===== src/rtl/usb_irq_pkg.sv =====
package usb_irq_pkg;
  localparam int DATA_W  = 32;
  localparam int ADDR_W  = 2;
  localparam int NUM_EVT = 8;
  localparam int MIE_BIT = 31;
  localparam int EVT_POS [NUM_EVT] = '{0, 1, 2, 3, 4, 5, 6, 30};

  typedef enum logic [ADDR_W-1:0] {
    REG_STATUS = 2'd0,
    REG_EN_SET = 2'd1,
    REG_EN_CLR = 2'd2,
    REG_NONE   = 2'd3
  } reg_sel_e;

  function automatic logic [DATA_W-1:0] evt_to_bits(input logic [NUM_EVT-1:0] e);
    logic [DATA_W-1:0] b;
    b = '0;
    for (int k = 0; k < NUM_EVT; k++) b[EVT_POS[k]] = e[k];
    return b;
  endfunction

  localparam logic [DATA_W-1:0] STS_MASK = evt_to_bits({NUM_EVT{1'b1}});
  localparam logic [DATA_W-1:0] EN_MASK  = STS_MASK | (DATA_W'(1) << MIE_BIT);
endpackage


===== src/rtl/usb_irq_evt_map.sv =====
module usb_irq_evt_map
  import usb_irq_pkg::*;
(
  input  logic [NUM_EVT-1:0] evt_i,
  output logic [DATA_W-1:0]  bits_o
);
  logic [DATA_W-1:0] spread;
  always_comb begin
    spread = '0;
    for (int k = 0; k < NUM_EVT; k++) spread[EVT_POS[k]] = evt_i[k];
  end
  assign bits_o = spread & STS_MASK;
endmodule


===== src/rtl/usb_irq_status.sv =====
module usb_irq_status
  import usb_irq_pkg::*;
(
  input  logic              clk_i,
  input  logic              rst_ni,
  input  logic [DATA_W-1:0] set_i,
  input  logic [DATA_W-1:0] clr_i,
  output logic [DATA_W-1:0] q_o
);
  logic [DATA_W-1:0] q;
  // set wins over a same-cycle clear
  always_ff @(posedge clk_i or negedge rst_ni) begin
    if (!rst_ni) q <= '0;
    else         q <= ((q & ~clr_i) | set_i) & STS_MASK;
  end
  assign q_o = q;
endmodule


===== src/rtl/usb_irq_enable.sv =====
module usb_irq_enable
  import usb_irq_pkg::*;
(
  input  logic              clk_i,
  input  logic              rst_ni,
  input  logic [DATA_W-1:0] set_i,
  input  logic [DATA_W-1:0] clr_i,
  output logic [DATA_W-1:0] q_o
);
  localparam logic [DATA_W-1:0] RST_VAL = DATA_W'(1) << MIE_BIT;
  logic [DATA_W-1:0] q;
  always_ff @(posedge clk_i or negedge rst_ni) begin
    if (!rst_ni) q <= RST_VAL;
    else         q <= ((q & ~clr_i) | set_i) & EN_MASK;
  end
  assign q_o = q;
endmodule


===== src/rtl/usb_irq_line.sv =====
module usb_irq_line
  import usb_irq_pkg::*;
(
  input  logic              clk_i,
  input  logic              rst_ni,
  input  logic [DATA_W-1:0] status_i,
  input  logic [DATA_W-1:0] enable_i,
  output logic              irq_o
);
  logic [DATA_W-1:0] gated;
  logic              irq_q;
  assign gated = status_i & enable_i & STS_MASK;
  always_ff @(posedge clk_i or negedge rst_ni) begin
    if (!rst_ni) irq_q <= 1'b0;
    else         irq_q <= enable_i[MIE_BIT] & (|gated);
  end
  assign irq_o = irq_q;
endmodule


===== src/rtl/usb_irq_ctrl.sv =====
module usb_irq_ctrl
  import usb_irq_pkg::*;
(
  input  logic               clk_i,
  input  logic               rst_ni,
  input  logic [NUM_EVT-1:0] evt_i,
  input  logic               we_i,
  input  logic [ADDR_W-1:0]  addr_i,
  input  logic [DATA_W-1:0]  wdata_i,
  output logic [DATA_W-1:0]  rdata_o,
  output logic               irq_o
);
  reg_sel_e          sel;
  logic [DATA_W-1:0] evt_bits, sts_clr, en_set, en_clr;
  logic [DATA_W-1:0] status_q, enable_q;

  assign sel     = reg_sel_e'(addr_i);
  assign sts_clr = (we_i && sel == REG_STATUS) ? wdata_i : '0;
  assign en_set  = (we_i && sel == REG_EN_SET) ? wdata_i : '0;
  assign en_clr  = (we_i && sel == REG_EN_CLR) ? wdata_i : '0;

  usb_irq_evt_map u_map (.evt_i(evt_i), .bits_o(evt_bits));

  usb_irq_status u_sts (
    .clk_i(clk_i), .rst_ni(rst_ni), .set_i(evt_bits), .clr_i(sts_clr), .q_o(status_q)
  );

  usb_irq_enable u_en (
    .clk_i(clk_i), .rst_ni(rst_ni), .set_i(en_set), .clr_i(en_clr), .q_o(enable_q)
  );

  usb_irq_line u_line (
    .clk_i(clk_i), .rst_ni(rst_ni), .status_i(status_q), .enable_i(enable_q), .irq_o(irq_o)
  );

  always_comb begin
    unique case (sel)
      REG_STATUS:             rdata_o = status_q;
      REG_EN_SET, REG_EN_CLR: rdata_o = enable_q;
      default:                rdata_o = '0;
    endcase
  end
endmodule


===== config.mk =====
export PLATFORM = sky130hd
export DESIGN_NAME = usb_irq_ctrl
export DESIGN_NICKNAME = d
export VERILOG_FILES = /design/src/rtl/usb_irq_pkg.sv /design/src/rtl/usb_irq_evt_map.sv /design/src/rtl/usb_irq_status.sv /design/src/rtl/usb_irq_enable.sv /design/src/rtl/usb_irq_line.sv /design/src/rtl/usb_irq_ctrl.sv
export SDC_FILE = /design/constraint.sdc
export NUM_CORES = 1
export LEC_CHECK = 0
export ABC_CLOCK_PERIOD_IN_PS = 3500
export BUFFER_PORTS_ARGS = -buffer_cell sky130_fd_sc_hd__buf_4
export CORE_MARGIN = 2
export CORE_UTILIZATION = 44
export CTS_CLUSTER_DIAMETER = 40
export DETAILED_ROUTE_END_ITERATION = 10
export GPL_TIMING_DRIVEN = 0
export PLACE_DENSITY = 0.85
export SYNTH_ARGS = -nofsm -noshare
export SYNTH_HDL_FRONTEND = slang
export SYNTH_SLANG_ARGS = --single-unit

===== constraint.sdc =====
create_clock -name clk_i -period 3.5 [get_ports clk_i]
set_input_delay 1.05 -clock clk_i [delete_from_list [all_inputs] [get_ports clk_i]]
set_output_delay 1.05 -clock clk_i [all_outputs]
set_load 0.02 [all_outputs]

# --- After elaboration in Yosys (flattened, before gate mapping) ---
# Index checks and enable logic that the tools add are counted.
classes:
  mux: 4
  n_reduce_logical: 6
  bitwise: 8
  n_eq_ne: 2
ops:
  columns: ["op", "count"]
  rows:
  - ["two-way mux 32 bit", 2]
  - ["one-hot mux 32 bit (2 select lines)", 1]
  - ["AND 31 bit", 2]
  - ["AND 32 bit", 1]
  - ["inverter 32 bit", 1]
  - ["OR 32 bit", 1]
  - ["two-way mux 31 bit", 1]
  - ["inverter 31 bit", 1]
  - ["OR 31 bit", 1]
  - ["OR reduction 8 bit", 1]
  - ["logical AND 1 bit", 3]
  - ["== test 2 x 1 -> 1 bit (second input constant)", 1]
  - ["== test 2 bit (second input constant)", 1]
  - ["zero test 2 bit", 1]
  - ["OR reduction 2 bit", 1]
  - ["AND 1 bit", 1]
word_totals:
  word_cells: 23
  output_inout_bits: 33
  reg_bits: 18

# --- Longest topological paths before layout ---
# Gate-level depths: netlist of run 1.
depth:
  depth_word: 6
  ltp_mapped: 6
  mapped_depth_nobuf: 4

# --- Hierarchy ---
# From an unflattened synthesis of run 1, not the netlist that was laid out.
hier_totals:
  hier_cells: 335
  hier_area_um2: 2492.4
modules_own_cells:
  columns: ["mod", "cells_each", "area_each_um2", "n_inst"]
  rows:
  - ["usb_irq_ctrl", 195, 1202.4, 1]
  - ["usb_irq_enable", 51, 504.2, 1]
  - ["usb_irq_status", 49, 474.2, 1]
  - ["usb_irq_evt_map", 33, 244.0, 1]
  - ["usb_irq_line", 7, 67.6, 1]

# --- Worst setup path after synthesis of run 1 ---
# No wires, ideal clock.
synth_timing:
  kind: "input to output"
  startpoint: "input addr_i[0]"
  endpoint: "output rdata_o[0]"
  stages: 5
  path_buffers: 1
  setup_slack_ns: 0.455
  arrival_ns: 1.995
  path_cell_list: "inv_1 -> ha_1 -> clkbuf_1 -> a22oi_1 -> nor2_1"
synth_via:
  elab_chain_len: 3
  elab_cells_between_ends: 5
synth_lines:
  columns: ["element", "line_no", "source"]
  rows:
  - ["from (decl)", "usb_irq_ctrl.sv:8", "input logic [ADDR_W-1:0] addr_i,"]
  - ["== test 2 x 1 -> 1 bit or == test 2 bit (tied branches)", "usb_irq_ctrl.sv:37", "unique case (sel)"]
  - ["OR reduction 2 bit", "usb_irq_ctrl.sv:37", null]
  - ["one-hot mux 32 bit (2 select lines) *", "usb_irq_ctrl.sv:37", null]
  - ["to (decl)", "usb_irq_ctrl.sv:10", "output logic [DATA_W-1:0] rdata_o,"]
# Every way passes the cells marked *; elsewhere a longest branch is shown, timed or not.

# --- Final worst setup path of run 1 ---
layout_timing:
  startpoint: "input addr_i[0]"
  endpoint: "output rdata_o[2]"
# The elaborated chain is that of the path after synthesis.

==> results of run 1 <==
## routing by layer
layer,part of all wire,GRT usage,routed length [um],vias to the layer above
met3,0.087,0.03005,215,7
met2,0.50,0.3313,1237,50
li1,-,-,-,469
met1,0.39,0.2373,964,457
met4,0.018,0.09583,44,0
met5,0,0,0,-
## sequential cells by signal (all words and copies together) (netlist names)
| signal | cells |
|---|---|
| u_line.irq_o | 1 |
| u_en.q_o | 9 |
| u_sts.q_o | 8 |
## worst min-delay path: stages (launching register included)
cell     delay [ns]
dfstp_2        0.39
inv_1          0.04
a41oi_1        0.03
## cell type report
cell class | count | area [sq um] | area share
clock buffer | 4 | 26.28 | 0.01771
sequential | 18 | 451.7 | 0.3044
tap | 30 | 37.54 | 0.02530
buffer | 31 | 226.5 | 0.1526
multi-input combinational | 84 | 505.5 | 0.3406
timing repair buffer | 30 | 225.2 | 0.1518
inverter | 3 | 11.26 | 0.007589
## power by group through the flow
stage | combinational (W) | sequential, W | clock (W)
2_1_floorplan | 0.000124 | 0.000257 | 0
3_3_place_gp | 0.000187 | 0.000258 | 0
3_5_place_dp | 0.000191 | 0.000260 | 0
4_1_cts | 0.000191 | 0.000256 | 0.000107
5_1_grt | 0.000209 | 0.000260 | 0.000115
6_report | 0.000191 | 0.000257 | 0.000108
## worst paths after layout
check                                  start           end  slack (ns)  cells after the start
worst max-delay path               addr_i[0]    rdata_o[2]        0.20                      7
worst min-delay path            u_en.q_o[31]  u_line.irq_o        0.48                      2
worst max register to register  u_sts.q_o[1]  u_line.irq_o        2.62                      2
worst min register to register  u_en.q_o[31]  u_line.irq_o        0.48                      2
max in group asynchronous             rst_ni  u_en.q_o[31]        2.63                      1
min in group asynchronous             rst_ni  u_sts.q_o[0]        0.60                      1
## kinds of logic (layout without fill, tap and decap cells)
logic type,count (synthesis),count (layout)
AOI/OAI and AO/OA,30,30
buffers and inverters,34,68
adders and majority gates,4,4
DFF,18,18
other,1,23
and+or+nand+nor,27,27
## per-stage QoR
| step | area [sq um] | instances | hold slack, ns | worst slack [ns] |
|---|---|---|---|---|
| global placement | 1458 | 196 | 0.4751 | 0.2297 |
| finish | 1484 | 200 | 0.4822 | 0.1963 |
| floorplan | 1195 | 136 | 0.4626 | 0.4555 |
| CTS | 1484 | 200 | 0.4896 | 0.1762 |
| global route | 1484 | 200 | 0.5069 | 0.09188 |
| detailed placement | 1458 | 196 | 0.4789 | 0.1942 |
## placed cells by master (no fill, tap or decap)
cell type,netlist,routed
buf_4,25,55
conb_1,1,23
nand3_1,17,17
dfrtp_1,17,17
a22oi_1,12,12
nor2_1,8,8
a21o_1,8,8
a22o_1,8,8
ha_1,4,4
clkbuf_1,2,3
inv_1,3,3
clkbuf_4,0,3
buf_6,2,2
buf_1,1,1
buf_2,1,1
and2_1,1,1
and2_4,1,1
a32o_1,1,1
a41oi_1,1,1
dfstp_2,1,1
==> results_dict.tcl, run 1 <==
set metrics [dict create \
    yosysTopAreaCell "dfrtp_1" \
    outcome "finished, final reports clean" \
    grt_max_degree 19 \
    cts_max_path_buffers 2 \
    worstSkewPairLatency_ns 0.29 \
    portBuffers 30 \
    synth_commonest_cells "buf_4 (25), dfrtp_1 (17), nand3_1 (17), a22oi_1 (12)" \
    root_buffer "clkbuf_4" \
    ys_top_cells_by_area "dfrtp_1 (38%), buf_4 (17%), a22oi_1 (8.1%)" \
    dieArea_sq_um 2946 \
    crit_path_cell_trace "buf_4 -> inv_1 -> ha_1 -> clkbuf_1 -> a22oi_1 -> nor2_1 -> buf_4" \
    clkPwrFrac 0.195 \
    drc 0 \
    postRouteAntennaNets 0 \
    synth-xor-area-share 0 \
    core_sq_um 2432 \
    min_path_type "flip-flop to flip-flop" \
    synth-adder-area-share 0.04499 \
    dr.first_iter.drc_count 21 \
    htreeDepth 1 \
    routedWlPerCell_um 12.31 \
    dp_hpwl_mm 1.892 \
    switching_share 0.3314 \
    fin_total_pwr_w 0.0005561 \
    switching_power_w 0.0001843 \
    cellPowerDensity_nw_per_um2 374.7 \
    final_nets 220 \
    syn_area_sq_um 1112 \
    ys_types 19 \
    area_growth_pct 33.41 \
    fin_util 0.6101 \
    die_x_um 54.28 \
    ctsResizeCount 0 \
    cts_made_buffers 3 \
    postCtsHoldBufs 0 \
    place_congestion 0.7838 \
    max_freq_ghz 0.3027 \
    seq_power_share 0.462 \
    ys_seq_area_frac 0.4061 \
    fin_skew_ns 0.006244 \
    p_leak_nw 0.7625 \
    yosys_warnings 0 \
    syn-mean-instance-area_sq_um 9.757 \
    rsz0062_at_grt "no" \
    path_common_cell "buf_4" \
    vias_per_cell 4.915 \
    worst_setup_path_end_kind "output pin" \
    finalSetupTns_ns 0 \
    cp_top_family "buffers and inverters" \
    cts_tree "built" \
    p_int_w 0.0003718 \
    post-route-min-period_ns 3.304 \
    synth_edf_count 0 \
    synth-async-reset-ratio 1.000 \
    arrival_ns 2.25 \
    firstDrtPassIters 4 \
    numClockSinks 18 \
    diodes 0 \
    synthFlopType "dfrtp_1" \
    grt_pass1_vias 930 \
    start_util 0.4573 \
    synth.most_common_cell "buf_4" \
    hold_viol 0 \
    yosys.area_share.simple 0.1170 \
    peakVddDrop_uv 252.7 \
    crit_fanout 9 \
    cp.required_ns 2.45 \
    cap_violations 0 \
    path_class "input pin to output pin" \
    ioPinCount 78 \
    p_comb_frac 0.343 \
    synth-compound-area-share 0.2148 \
    critPathMaxStageDelay_ns 0.34 \
    routed_wl_mm 2.462 \
    crit_buf_inv 4 \
    crit_path_top_delay_cell "clkbuf_1" \
    vias 983 \
    muxShareOfSynthArea 0 \
    finalSetupViolCount 0 \
    period_share 0.9439 \
    grt_pass1_wl_mm 4.112 \
    postSynthCellCount 114 \
    rows 18 \
    antenna_found_initial 0 \
    die_h_um 54.28 \
    fillers 216 \
    synth_top_area_share 0.3825 \
    ys_seq_elements 18 \
    critPathLaunchType "input pin" \
    drive_gt1_frac 0.3706 \
    post-cts-setup-buffer-count 0 \
    path_clk_slew_ns 0.11 \
    gr-total-overflow 0 \
    synth_top_family_by_area "compound AO/OA/AOI/OAI gates" \
    track_usage 0.1942 \
    maxSlewViolCount 0 \
]
(Power assumes the default switching activity.)
==> run 2, diff against run 1 <==
--- a/config.mk
+++ b/config.mk
@@ -5,14 +5,15 @@
 export SDC_FILE = /design/constraint.sdc
 export NUM_CORES = 1
 export LEC_CHECK = 0
-export ABC_CLOCK_PERIOD_IN_PS = 3500
+export ABC_CLOCK_PERIOD_IN_PS = 3880
 export BUFFER_PORTS_ARGS = -buffer_cell sky130_fd_sc_hd__buf_4
 export CORE_MARGIN = 2
-export CORE_UTILIZATION = 44
+export CORE_UTILIZATION = 55
 export CTS_CLUSTER_DIAMETER = 40
 export DETAILED_ROUTE_END_ITERATION = 10
 export GPL_TIMING_DRIVEN = 0
 export PLACE_DENSITY = 0.85
 export SYNTH_ARGS = -nofsm -noshare
 export SYNTH_HDL_FRONTEND = slang
+export SYNTH_HIERARCHICAL = 1
 export SYNTH_SLANG_ARGS = --single-unit
==> constraint.sdc (replaced) <==
create_clock -name clk_i -period 3.88 [get_ports clk_i]
set_input_delay 1.164 -clock clk_i [delete_from_list [all_inputs] [get_ports clk_i]]
set_output_delay 1.164 -clock clk_i [all_outputs]
set_load 0.02 [all_outputs]
==> run 2 against run 1 <==
Net effect: sequential power is 9.7% lower; power rose by 6.3%; clock skew down 0.0055 ns; sequential share of layout area decreased by 10 points; die area increased by 30%; area after synthesis grew 65%; largest cell class unchanged; largest power group is now combinational cells; highest routed layer unchanged.
==> results_dict.tcl, run 2 <==
set metrics [dict create \
    outcome "finished, final reports clean" \
    grt_use_met1 0.2764 \
    rows 20 \
    start_util 0.5915 \
    area_growth_pct 22.63 \
    antenna_found_initial 0 \
    ioPinCount 78 \
    dieArea_sq_um 3816 \
    grt_pass1_wl_mm 6.237 \
    largest_reg_flops 9 \
    post-cts-setup-buffer-count 0 \
    crit_fanout 10 \
    die_h_um 61.77 \
    peakVddDrop_uv 210.7 \
    grt_max_degree 19 \
    postRouteAntennaNets 0 \
    use_met2 0.3835 \
    root_buffer "clkbuf_4" \
    core_sq_um 3103 \
    finalSetupViolCount 0 \
    drive_gt1_frac 0.3344 \
    die_x_um 61.77 \
    hold_viol 0 \
    max_freq_ghz 0.2847 \
    arrival_ns 2.35 \
    maxSlewViolCount 0 \
    met3_usage 0.03934 \
    dr.first_iter.drc_count 68 \
    routed_wl_mm 3.819 \
    cts_max_path_buffers 2 \
    rsz0062_at_grt "no" \
    firstDrtPassIters 4 \
    postCtsHoldBufs 0 \
    path_class "input pin to output pin" \
    vias 1588 \
    dp_hpwl_mm 2.945 \
    post-route-min-period_ns 3.513 \
    final_nets 355 \
    htreeDepth 1 \
    critPathLaunchType "input pin" \
    syn-mean-instance-area_sq_um 7.844 \
    routedWlPerCell_um 10.94 \
    finalSetupTns_ns 0 \
    final_cell_mix "buf_4 (80), conb_1 (47), a22oi_1 (36)" \
    postSynthCellCount 234 \
    busiest_layer "met2" \
    design_area_sq_um 2251 \
    place_area_sq_um 2225 \
    portBuffers 22 \
    switching_share 0.3668 \
    track_usage 0.2178 \
    reg2reg_depth 2 \
    period_share 0.9054 \
    worstSkewPairLatency_ns 0.30 \
    layout_commonest_cell "buf_4" \
    cts_made_buffers 3 \
    ctsResizeCount 0 \
    switching_power_w 0.0002168 \
    path_clk_slew_ns 0.10 \
    yosys_warnings 6 \
    clkPwrFrac 0.169 \
    seq_power_share 0.392 \
    fin_skew_ns 0.0007583 \
    numClockSinks 18 \
    cp.required_ns 2.72 \
    p_leak_nw 1.306 \
    grt_pass1_vias 1486 \
    p_int_w 0.0003743 \
    cts_tree "built" \
    gr-total-overflow 0 \
    holdPathStages 2 \
    cap_violations 0 \
    vias_per_cell 4.550 \
    p_comb_frac 0.440 \
    drc 0 \
    min_path_type "flip-flop to flip-flop" \
    place_congestion 0.8575 \
    cellPowerDensity_nw_per_um2 262.6 \
    syn_area_sq_um 1836 \
    diodes 0 \
    worst_setup_path_end_kind "output pin" \
]
run 2: path summary, 6_finish.rpt:
kind	endpoint	slack [ns]	start
setup / recovery	rdata_o[31]	0.37	addr_i[0]
hold / removal	u_line/irq_o	0.50	u_en/q_o[31]
setup reg to reg	u_line/irq_o	2.91	u_sts/q_o[2]
hold reg to reg	u_line/irq_o	0.50	u_en/q_o[31]
max in group asynchronous	u_en/q_o[31]	2.91	rst_ni
min in group asynchronous	u_sts/q_o[6]	0.71	rst_ni
run 2: per-layer routing:
metal / vias to the layer above / share of wire
met1: 716 / 0.45
li1: 822 / -
met2: 48 / 0.49
met3: 2 / 0.062
met5: - / 0
met4: 0 / 0.0050
run 2: final cells by class:
class / instances / area [sq um]
Buffer: 78 / 555.5
Clock buffer: 4 / 26.28
Fill cell: 279 / 852.1
Inverter: 20 / 75.07
Multi-Input combinational cell: 163 / 922.1
Sequential cell: 18 / 451.7
Tap cell: 44 / 55.05
Timing Repair Buffer: 22 / 165.2
run 2: critical path, stage by stage:
cell and delay [ns]:
buf_4 0.09, inv_1 0.05, ha_1 0.35, buf_2 0.21, a22oi_1 0.23, nor2_1 0.07
buf_4 0.17
run 2: power by group through the flow:
stage                     clock (W)  combinational, W  sequential, W
final                     0.0000996          0.000260       0.000232
after global routing       0.000110          0.000283       0.000234
after floorplan                   0          0.000194       0.000232
after global placement            0          0.000251       0.000234
after detailed placement          0          0.000254       0.000234
after CTS                  0.000101          0.000254       0.000231
run 2: metrics by stage:
stage	util	power (W)	instances	setup WS, ns	hold WS [ns]
after floorplan	-	0.0004262	279	0.6298	0.4660
after global placement	0.7169	0.0004841	345	0.4106	0.4819
after detailed placement	0.7169	0.0004881	345	0.3796	0.4862
after CTS	0.7254	0.0005856	349	0.3806	0.4970
after global routing	0.7254	0.0006276	349	0.3098	0.5199
final	0.7254	0.0005911	349	0.3672	0.5003
==> run 3, diff against run 2 <==
--- a/config.mk
+++ b/config.mk
@@ -8,11 +8,11 @@
 export ABC_CLOCK_PERIOD_IN_PS = 3880
 export BUFFER_PORTS_ARGS = -buffer_cell sky130_fd_sc_hd__buf_4
 export CORE_MARGIN = 2
-export CORE_UTILIZATION = 55
+export CORE_UTILIZATION = 50
 export CTS_CLUSTER_DIAMETER = 40
 export DETAILED_ROUTE_END_ITERATION = 10
 export GPL_TIMING_DRIVEN = 0
-export PLACE_DENSITY = 0.85
+export PLACE_DENSITY = 0.78
 export SYNTH_ARGS = -nofsm -noshare
 export SYNTH_HDL_FRONTEND = slang
 export SYNTH_HIERARCHICAL = 1
==> run 3 against run 2 <==
Net effect: combinational power barely moved; setup slack improved by 0.010 ns; power rose by 5.1%; highest routed layer unchanged.
==> results_dict.tcl, run 3 (synthesis gave the netlist of run 2 again) <==
set metrics [dict create \
    critPathLaunchType "input pin" \
    track_usage 0.1908 \
    min_path_type "flip-flop to flip-flop" \
    peakVddDrop_uv 200.4 \
    finalSetupViolCount 0 \
    max_freq_ghz 0.2855 \
    r2r_slack_ns 2.96 \
    fillers 351 \
    drive_gt1_frac 0.3344 \
    layout_commonest_cell "buf_4" \
    cellPowerDensity_nw_per_um2 273.0 \
    numClockSinks 18 \
    crit_buf_inv 4 \
    period_share 0.9028 \
    ioPinCount 78 \
    fin_util 0.6308 \
    holdPathStages 2 \
    cts_tree "built" \
    grt_max_degree 19 \
    root_buffer "clkbuf_8" \
    rsz0062_at_grt "no" \
    multiInputGateArea_sq_um 922.1 \
    largest_reg_flops 9 \
    finalSetupTns_ns 0 \
    portBuffers 22 \
    reg2reg_from "u_sts/q_o[2]" \
    seqCellArea_sq_um 451.7 \
    path_common_cell "buf_4" \
    place_congestion 0.7839 \
    core_sq_um 3606 \
    routedWlPerCell_um 10.37 \
    path_clk_slew_ns 0.07 \
    worstSetupStartpoint "addr_i[0]" \
    firstDrtPassIters 4 \
    design_area_sq_um 2275 \
    grt_pass1_wl_mm 6.472 \
    crit_path_cell_trace "buf_4 -> inv_1 -> ha_1 -> buf_2 -> a22oi_1 -> nor2_1 -> buf_4" \
    cts_max_path_buffers 2 \
    holdCritStartpoint "u_en/q_o[31]" \
    post-route-min-period_ns 3.503 \
    dp_hpwl_mm 2.905 \
    p_leak_nw 1.314 \
    grt_pass1_vias 1518 \
    start_util 0.5090 \
    postCtsHoldBufs 0 \
    whs_ns 0.4891 \
    final_cell_mix "buf_4 (80), conb_1 (47), a22oi_1 (36)" \
    diodes 0 \
    gr-total-overflow 0 \
    crit_fanout 10 \
    critPathMaxStageDelay_ns 0.34 \
    reg2reg_depth 2 \
    place_area_sq_um 2230 \
    holdPathEnd "u_line/irq_o" \
    dr.first_iter.drc_count 83 \
    arrival_ns 2.34 \
    post-cts-setup-buffer-count 0 \
    worst_setup_path_end_kind "output pin" \
    hold_viol 0 \
    final_nets 355 \
    area_growth_pct 23.93 \
    outcome "finished, final reports clean" \
    rows 22 \
    routed_wl_mm 3.661 \
    worstSkewPairLatency_ns 0.25 \
    postRouteAntennaNets 0 \
    antenna_found_initial 0 \
    drc 0 \
    vias 1549 \
    vias_per_cell 4.388 \
    ctsResizeCount 0 \
    path_class "input pin to output pin" \
    die_x_um 64.59 \
    cap_violations 0 \
    crit_path_top_delay_cell "ha_1" \
    maxSlewViolCount 0 \
    rr_endpoint "u_line/irq_o" \
    htreeDepth 1 \
    die_h_um 64.59 \
    fin_skew_ns 0.003299 \
    cp.required_ns 2.72 \
    cts_made_buffers 3 \
    dieArea_sq_um 4172 \
    cp_top_family "buffers and inverters" \
]
==> run 3: cell counts in the layout (fill, tap and decap cells not counted) <==
No cell type changed its count.
==> run 3: area by class of cell <==
cell class	instances	area share
plain buffers	78	0.2442
flip-flops and latches	18	0.1986
repair buffers	22	0.07261
inverters	20	0.03300
multi-input cells	163	0.4054
well taps	48	0.02640
clock buffers	4	0.01980
==> run 3: routing by layer <==
metal | GRT usage | share of wire | vias up | wire length (um)
met4 | 0.03457 | 0.0044 | 0 | 16
met1 | 0.2456 | 0.46 | 690 | 1682
li1 | - | - | 823 | -
met3 | 0.03819 | 0.052 | 2 | 189
met5 | 0 | 0 | - | 0
met2 | 0.3346 | 0.48 | 34 | 1772
==> run 3: metrics by stage <==
| stage | power (W) | cells | worst slack (ns) |
|---|---|---|---|
| after CTS | 0.0006190 | 353 | 0.3851 |
| after global placement | 0.0004853 | 349 | 0.4031 |
| after floorplan | 0.0004262 | 279 | 0.6298 |
| final | 0.0006209 | 353 | 0.3773 |
| after global routing | 0.0006628 | 353 | 0.2823 |
| after detailed placement | 0.0004875 | 349 | 0.3846 |
==> run 3: report_power, final <==
group          total (W)  internal, W  switching, W
sequential      0.000231     0.000213     0.0000185
combinational   0.000257     0.000122      0.000136
clock           0.000132    0.0000729     0.0000594
==> run 3: tightest hold or removal path: stages, from the launching register on <==
cell and delay, ns:
dfstp_2 0.38, inv_1 0.05, a41oi_1 0.04
==> run 3: worst max-delay path by stage <==
| stage | slack (ns) | cells past startpoint | end |
|---|---|---|---|
| after floorplan | 0.63 | 5 | rdata_o[0] |
| after global placement | 0.40 | 7 | rdata_o[31] |
| after detailed placement | 0.38 | 7 | rdata_o[31] |
| after CTS | 0.39 | 7 | rdata_o[31] |
| after global routing | 0.28 | 7 | rdata_o[1] |
| final | 0.38 | 7 | rdata_o[3] |
